File: config.mk
export PLATFORM = sky130hd
export DESIGN_NAME = reload_timer
export DESIGN_NICKNAME = d
export VERILOG_FILES = /design/src/rtl/reload_timer.sv
export SDC_FILE = /design/constraint.sdc
export NUM_CORES = 1
export LEC_CHECK = 0
export BUFFER_PORTS_ARGS = -buffer_cell sky130_fd_sc_hd__buf_2
export CAP_MARGIN = 5
export CORE_MARGIN = 1.5
export CORE_UTILIZATION = 44
export DETAILED_ROUTE_END_ITERATION = 10
export GPL_TIMING_DRIVEN = 0
export PLACE_DENSITY_LB_ADDON = 0.15
export SLEW_MARGIN = 5
export SYNTH_ARGS = -nofsm -noshare
export SYNTH_HDL_FRONTEND = slang
export SYNTH_SLANG_ARGS = --single-unit
File: constraint.sdc
create_clock -name clk -period 2 [get_ports clk]
set_input_delay 0.1 -clock clk [delete_from_list [all_inputs] [get_ports clk]]
set_output_delay 0.1 -clock clk [all_outputs]
set_load 0.1 [all_outputs]
File: src/rtl/reload_timer.sv
module reload_timer #(
  parameter int BYTE_W = 8
) (
  input  logic              clk,
  input  logic              rst_n,
  input  logic              tick_1mhz,
  input  logic              ext_clk_pin,
  input  logic              src_ext,
  input  logic              wr_en,
  input  logic              wr_hi,
  input  logic [BYTE_W-1:0] wr_data,
  input  logic              load_start,
  input  logic              latch_cmd,
  input  logic              rd_en,
  input  logic              rd_hi,
  output logic [BYTE_W-1:0] rd_data,
  output logic              ovf_pulse
);
  localparam int CNT_W = 2 * BYTE_W;
  localparam logic [CNT_W-1:0] MAXV = '1;

  logic [2:0]        ext_sync;
  logic              ext_rise, cnt_en, at_max;
  logic [CNT_W-1:0]  cnt_q, reload_q, latch_q;
  logic [BYTE_W-1:0] lo_stage;
  logic              lock_q, take, release_lock;

  always_ff @(posedge clk or negedge rst_n)
    if (!rst_n) ext_sync <= '0;
    else        ext_sync <= {ext_sync[1:0], ext_clk_pin};

  assign ext_rise = ext_sync[1] & ~ext_sync[2];
  assign cnt_en   = src_ext ? ext_rise : tick_1mhz;
  assign at_max   = (cnt_q == MAXV);

  always_ff @(posedge clk or negedge rst_n)
    if (!rst_n) begin
      cnt_q     <= '0;
      ovf_pulse <= 1'b0;
    end else begin
      ovf_pulse <= cnt_en && at_max && !load_start;
      if (load_start)  cnt_q <= reload_q;
      else if (cnt_en) cnt_q <= at_max ? reload_q : cnt_q + CNT_W'(1);
    end

  always_ff @(posedge clk or negedge rst_n)
    if (!rst_n) begin
      lo_stage <= '0;
      reload_q <= '0;
    end else if (wr_en) begin
      if (wr_hi) reload_q <= {wr_data, lo_stage};
      else       lo_stage <= wr_data;
    end

  assign take         = latch_cmd && !lock_q;
  assign release_lock = rd_en && rd_hi;

  always_ff @(posedge clk or negedge rst_n)
    if (!rst_n) begin
      latch_q <= '0;
      lock_q  <= 1'b0;
    end else if (take) begin
      latch_q <= cnt_q;
      lock_q  <= 1'b1;
    end else if (release_lock) begin
      lock_q  <= 1'b0;
    end

  assign rd_data = rd_hi ? latch_q[CNT_W-1:BYTE_W] : latch_q[BYTE_W-1:0];


  step_chk: assert property (@(posedge clk) disable iff (!rst_n)
    cnt_en && !load_start && !at_max |=> cnt_q == $past(cnt_q) + CNT_W'(1));


  hold_chk: assert property (@(posedge clk) disable iff (!rst_n)
    !$past(load_start) && !$past(cnt_en) |-> $stable(cnt_q));


  wrap_chk: assert property (@(posedge clk) disable iff (!rst_n)
    cnt_en && !load_start && at_max |=> ovf_pulse && cnt_q == $past(reload_q));


  no_spurious_ovf_chk: assert property (@(posedge clk) disable iff (!rst_n)
    ovf_pulse |-> $past(at_max) && $past(cnt_en) && !$past(load_start));


  load_chk: assert property (@(posedge clk) disable iff (!rst_n)
    load_start |=> cnt_q == $past(reload_q) && !ovf_pulse);


  reload_commit_chk: assert property (@(posedge clk) disable iff (!rst_n)
    !$past(wr_en && wr_hi) |-> $stable(reload_q));


  latch_hold_chk: assert property (@(posedge clk) disable iff (!rst_n)
    $past(lock_q) |-> $stable(latch_q));
endmodule

After elaboration in Yosys (flattened, before gate mapping):

Cells that the tools add are included.

* bits in registers: 61
* input port bits: 19
* word-level logic and storage cells: 29

* add/sub/neg operators: 1
* eq/ne operators: 1
* multiplexer cells: 7
* bitwise gates (word level): 3
* reduce and logical (&&, ||, !) cells: 10

Operator list (count)
* $mux W16: 3
* $add A16 B1 Y16 const B: 1
* $eq A16 B16 Y1 const B: 1
* $mux W8: 1
* $logic_and A1 B1 Y1: 4
* $reduce_and A2 Y1: 2
* $reduce_bool A2 Y1: 2
* $mux W1: 3
* $logic_not A1 Y1: 2
* $not A1 Y1: 2
* $and A1 B1 Y1: 1

Longest topological paths before layout:

* depth in word-level cells: 5
* depth in mapped cells: 7
* gate-level depth less buffers: 6

Worst setup path before layout:

No wires, ideal clock.

* path kind: register -> register
* from: register cnt_q[0]
* to: register cnt_q[10]
* setup time: 0.132 ns
* data arrival time: 1.604 ns
* required time: 1.868 ns
* slack: 0.264 ns
* cell stages (with the launch flop): 8
* cell sequence: dfrtp_1 ha_1 nand3_1 nor4_4 nor2_2 buf_6 nor3_1 a211oi_1

* longest elaborated chain between the ends: 4
* elaborated cells on any way between the ends: 5
* those cells by class: add/sub: 1; eq/ne: 1; mux: 3

Ends and longest elaborated chain
* start: declaration: line 24 `logic [CNT_W-1:0] cnt_q, reload_q, latch_q;`
* start signal: assignment: line 42 `if (load_start) cnt_q <= reload_q;`
* start signal: assignment: line 43 `else if (cnt_en) cnt_q <= at_max ? reload_q : cnt_q + CNT_W'(1);`
* $add A16 B1 Y16 or $eq A16 B16 Y1 (tied branches): line 43, 34
* $mux W16 * (2 in series): line 43
* $mux W16 *: line 42

Mark *: on every way between the ends. The rest lies on a longest branch, timed or not. The select of a mux whose other input is x is not followed.
A chain may end at the register's enable or synchronous reset.

Worst setup path in the final report:

* from: register ext_sync[2]
* to: register cnt_q[15]

* longest elaborated chain between the ends: 4

Ends and longest elaborated chain
* start: declaration: line 22 `logic [2:0] ext_sync;`
* start signal: assignment: line 30 `else ext_sync <= {ext_sync[1:0], ext_clk_pin};`
* $not A1 Y1: line 32 `assign ext_rise = ext_sync[1] & ~ext_sync[2];`
* $and A1 B1 Y1: line 32
* $mux W1: line 33 `assign cnt_en = src_ext ? ext_rise : tick_1mhz;`
* $reduce_bool A2 Y1 (no source line)

Every way passes these cells.

==> impl_metrics.py <==
metrics = {
    "critical_path": {
        "cp_num_cells": 6,
        "cp.required_ns": 2.24,
        "reg2reg_depth": 6,
        "crit_type": "reg -> reg",
        "critPathLaunchType": "flip-flop",
        "slowest_stage": "a2111oi_0",
        "timing.rr.start": "ext_sync[2]",
        "end_kind": "flip-flop",
        "path_common_cell": "a211oi_1",
        "cpLargestDelayFamily": "compound AO/OA/AOI/OAI gates",
        "path_max_fanout": 8,
        "worstSetupEndpoint": "cnt_q[15]",
        "crit_start": "ext_sync[2]",
        "r2r_slack_ns": 0.09,
        "cp.arrival_ns": 2.15,
        "cp.buffers_inverters": 1,
        "timing.rr.end": "cnt_q[15]",
        "path_cells": "nand3b_1, and2_1, clkbuf_1, a2111oi_0, a211oi_1, a211oi_1",
        "slowest_delay_ns": 0.46,
    },
    "floorplanning": {
        "initial_core_util_pct": 45.2,
        "die_w_um": 83.5,
        "core_um2": 6310,
        "die_h_um": 83.5,
        "boundaryPins": 28,
        "die_area_um2": 6980,
        "rows": 29,
    },
    "synth": {
        "syn_area_um2": 2850,
        "yosys-top-cells-count": "dfrtp_1, mux2_2, nand2_1",
        "synth_flop_cell": "dfrtp_1",
        "synth_cell_type_count": 44,
        "synthTopCellsByArea": "dfrtp_1, mux2_2, nand2_1",
        "synth.avg_cell_area_um2": 12.2,
        "synth_top_area_cell": "dfrtp_1",
        "post-synth-top-count-cell": "dfrtp_1",
        "async_reset_ff_share_pct": 100,
        "ys_seq_area_share_pct": 53.5,
        "synthesis.nets": 254,
        "netlist.area_leader.share_pct": 53.5,
        "synth_edf_count": 0,
        "synth_seq_cells": 61,
        "yosysWarningCount": 0,
        "netlist_instances": 234,
    },
    "timing": {
        "rsz0062_at_grt": "false",
        "fin_crit_sh_pct": 95.6,
        "period_minus_slack_ns": 1.91,
        "slew_headroom_pct": 49.3,
        "clock.fmax_mhz": 523,
        "setup_viol": 0,
        "maxSlewViolCount": 0,
        "finClkSkew_ns": 0.00528,
        "worst_slew_pin_slew_ns": 0.761,
        "hold_viol_final": 0,
        "finalSetupTns_ns": 0,
    },
    "global_route": {
        "track_usage_pct": 19.2,
        "antenna_found_initial": 0,
        "grt_pass1_wl_um": 10400,
        "grt-ovfl-total": 0,
        "grt_pass1_vias": 2060,
        "grt_max_degree": 62,
    },
    "routing": {
        "first_pass_iters": 4,
        "wl_met2_um": 2770,
        "wl_met1_um": 2780,
        "final_antenna_net_count": 0,
        "wire_per_inst_um": 16.7,
        "drcViolationCount": 0,
        "drt_iter0_markers": 119,
        "viasPerCell": 5.55,
        "wl_met3_um": 384,
        "vias": 2004,
        "top_layer_used": "met4",
        "routed_wl_um": 6050,
    },
    "clock_tree": {
        "cts_tree": "built",
        "clk_pin_slew_worst_paths_ns": 0.07,
        "ctsRootBufferMaster": "clkbuf_8",
        "htree_num_levels": 3,
        "numCtsBuffers": 9,
        "insertion_delay_ns": 0.34,
        "clock_path_buffers": 2,
        "clkSinkCount": 61,
    },
    "placed_design": {
        "portBuffers": 25,
        "place.gp.congestion": 0.920,
        "placedCellCount": 336,
        "dp_hpwl_um": 4210,
    },
    "finish": {
        "nets": 299,
        "drive_gt1_share_pct": 35.6,
        "stdcell_count": 361,
        "multi_input_area_um2": 1270,
        "ff_latch_area_um2": 1530,
        "n_fill_cell": 568,
        "syn_to_final_growth_pct": 19.3,
        "antenna_cells": 0,
    },
    "worst_hold_path": {
        "hold_path.class": "in -> reg",
    },
    "pwr": {
        "p_per_area_nw_per_um2": 1230,
        "ir_drop_mv": 0.744,
        "leakage_nw": 1.38,
    },
    "job": {
        "drv_cap": 0,
    },
    "run_status": {
        "status": "finished clean",
    },
}
[power by group]
part | internal [W] | switching, W
sequential | 0.00153 | 0.000249
clock | 0.000696 | 0.000462
combinational | 0.000426 | 0.000827
[registers in the layout (all words and copies together) (netlist names)]
signal / flops
reload_q: 16
ext_sync: 3
lock_q: 1
lo_stage: 8
cnt_q: 16
latch_q: 16
ovf_pulse: 1
[cell usage in the layout (no fill, tap or decap), types with 4 or more instances in the layout]
master | netlist | layout
dfrtp_1 | 61 | 58
mux2_2 | 48 | 48
buf_2 | 0 | 24
nand2_1 | 14 | 14
clkbuf_1 | 12 | 12
nor2_1 | 12 | 12
dlygate4sd3_1 | 0 | 10
clkbuf_8 | 0 | 9
nand4_1 | 7 | 7
nor3_1 | 6 | 6
a211oi_1 | 6 | 6
nand3_1 | 5 | 5
and2_1 | 4 | 4
inv_1 | 4 | 4
o21ai_0 | 4 | 4
[layout make-up]
class                           instances  area share (%)
Sequential cell                        61            44.9
Multi-Input combinational cell        156            37.4
Timing Repair Buffer                   36            6.91
Clock buffer                           11            3.86
Tap cell                               77            2.83
Clock inverter                          5            2.21
Buffer                                 11            1.43
Inverter                                4           0.441
[worst min path at each step]
stage | startpoint | end | slack [ns] | cells after the start
floorplan | rst_n | cnt_q[0] | -0.20 | 0
global placement | ext_clk_pin | ext_sync[0] | 0.21 | 1
detailed placement | ext_clk_pin | ext_sync[0] | 0.21 | 1
CTS | wr_data[7] | lo_stage[7] | 0.009 | 2
global route | wr_data[7] | lo_stage[7] | 0.005 | 2
finish | wr_data[7] | lo_stage[7] | 0.02 | 2
[metrics by stage]
| stage | area (µm²) | utilization, % | worst slack (ns) | hold WS, ns | total power (W) |
|---|---|---|---|---|---|
| 6_report | 3400 | 53.9 | 0.0877 | 0.0220 | 0.00419 |
| 2_1_floorplan | 2850 | - | 0.264 | -0.196 | 0.00277 |
| 3_5_place_dp | 3080 | 48.7 | -0.162 | 0.210 | 0.00304 |
| 3_3_place_gp | 3070 | 48.7 | -0.251 | 0.208 | 0.00302 |
| 5_1_grt | 3400 | 53.9 | 0.00215 | 0.00485 | 0.00442 |
| 4_1_cts | 3400 | 53.9 | 0.0260 | 0.00871 | 0.00424 |
[kinds of logic (layout without fill, tap and decap cells)]
group / after synthesis / in the layout / share of synthesized area [%]
flops: 61 / 61 / 53.5
mux: 50 / 50 / 19.6
compound gates: 35 / 35 / 9.69
fa+ha+maj: 1 / 1 / 0.439
buf+inv: 17 / 67 / 2.50
simple gates: 70 / 70 / 14.2
[worst reg2reg max path: stages, from the launching register on]
cell	delay (ns)
dfrtp_1	0.36
nand3b_1	0.24
and2_1	0.21
clkbuf_1	0.21
a2111oi_0	0.46
a211oi_1	0.14
a211oi_1	0.20
[what timing repair did]
action                     in CTS  in global routing
hold endpoints to repair       76                  0
resized for setup               2                  5
hold buffers                   10                  0
pin swaps                       1                  0
buffers inserted                1                  0
setup endpoints to repair      13                 10
[metal layers]
metal	vias up	GRT usage (%)
met5	-	0
met4	0	9.54
met3	10	4.45
met2	74	29.4
met1	947	25.7
li1	973	-
No activity file was read; power rests on OpenSTA's default activity.
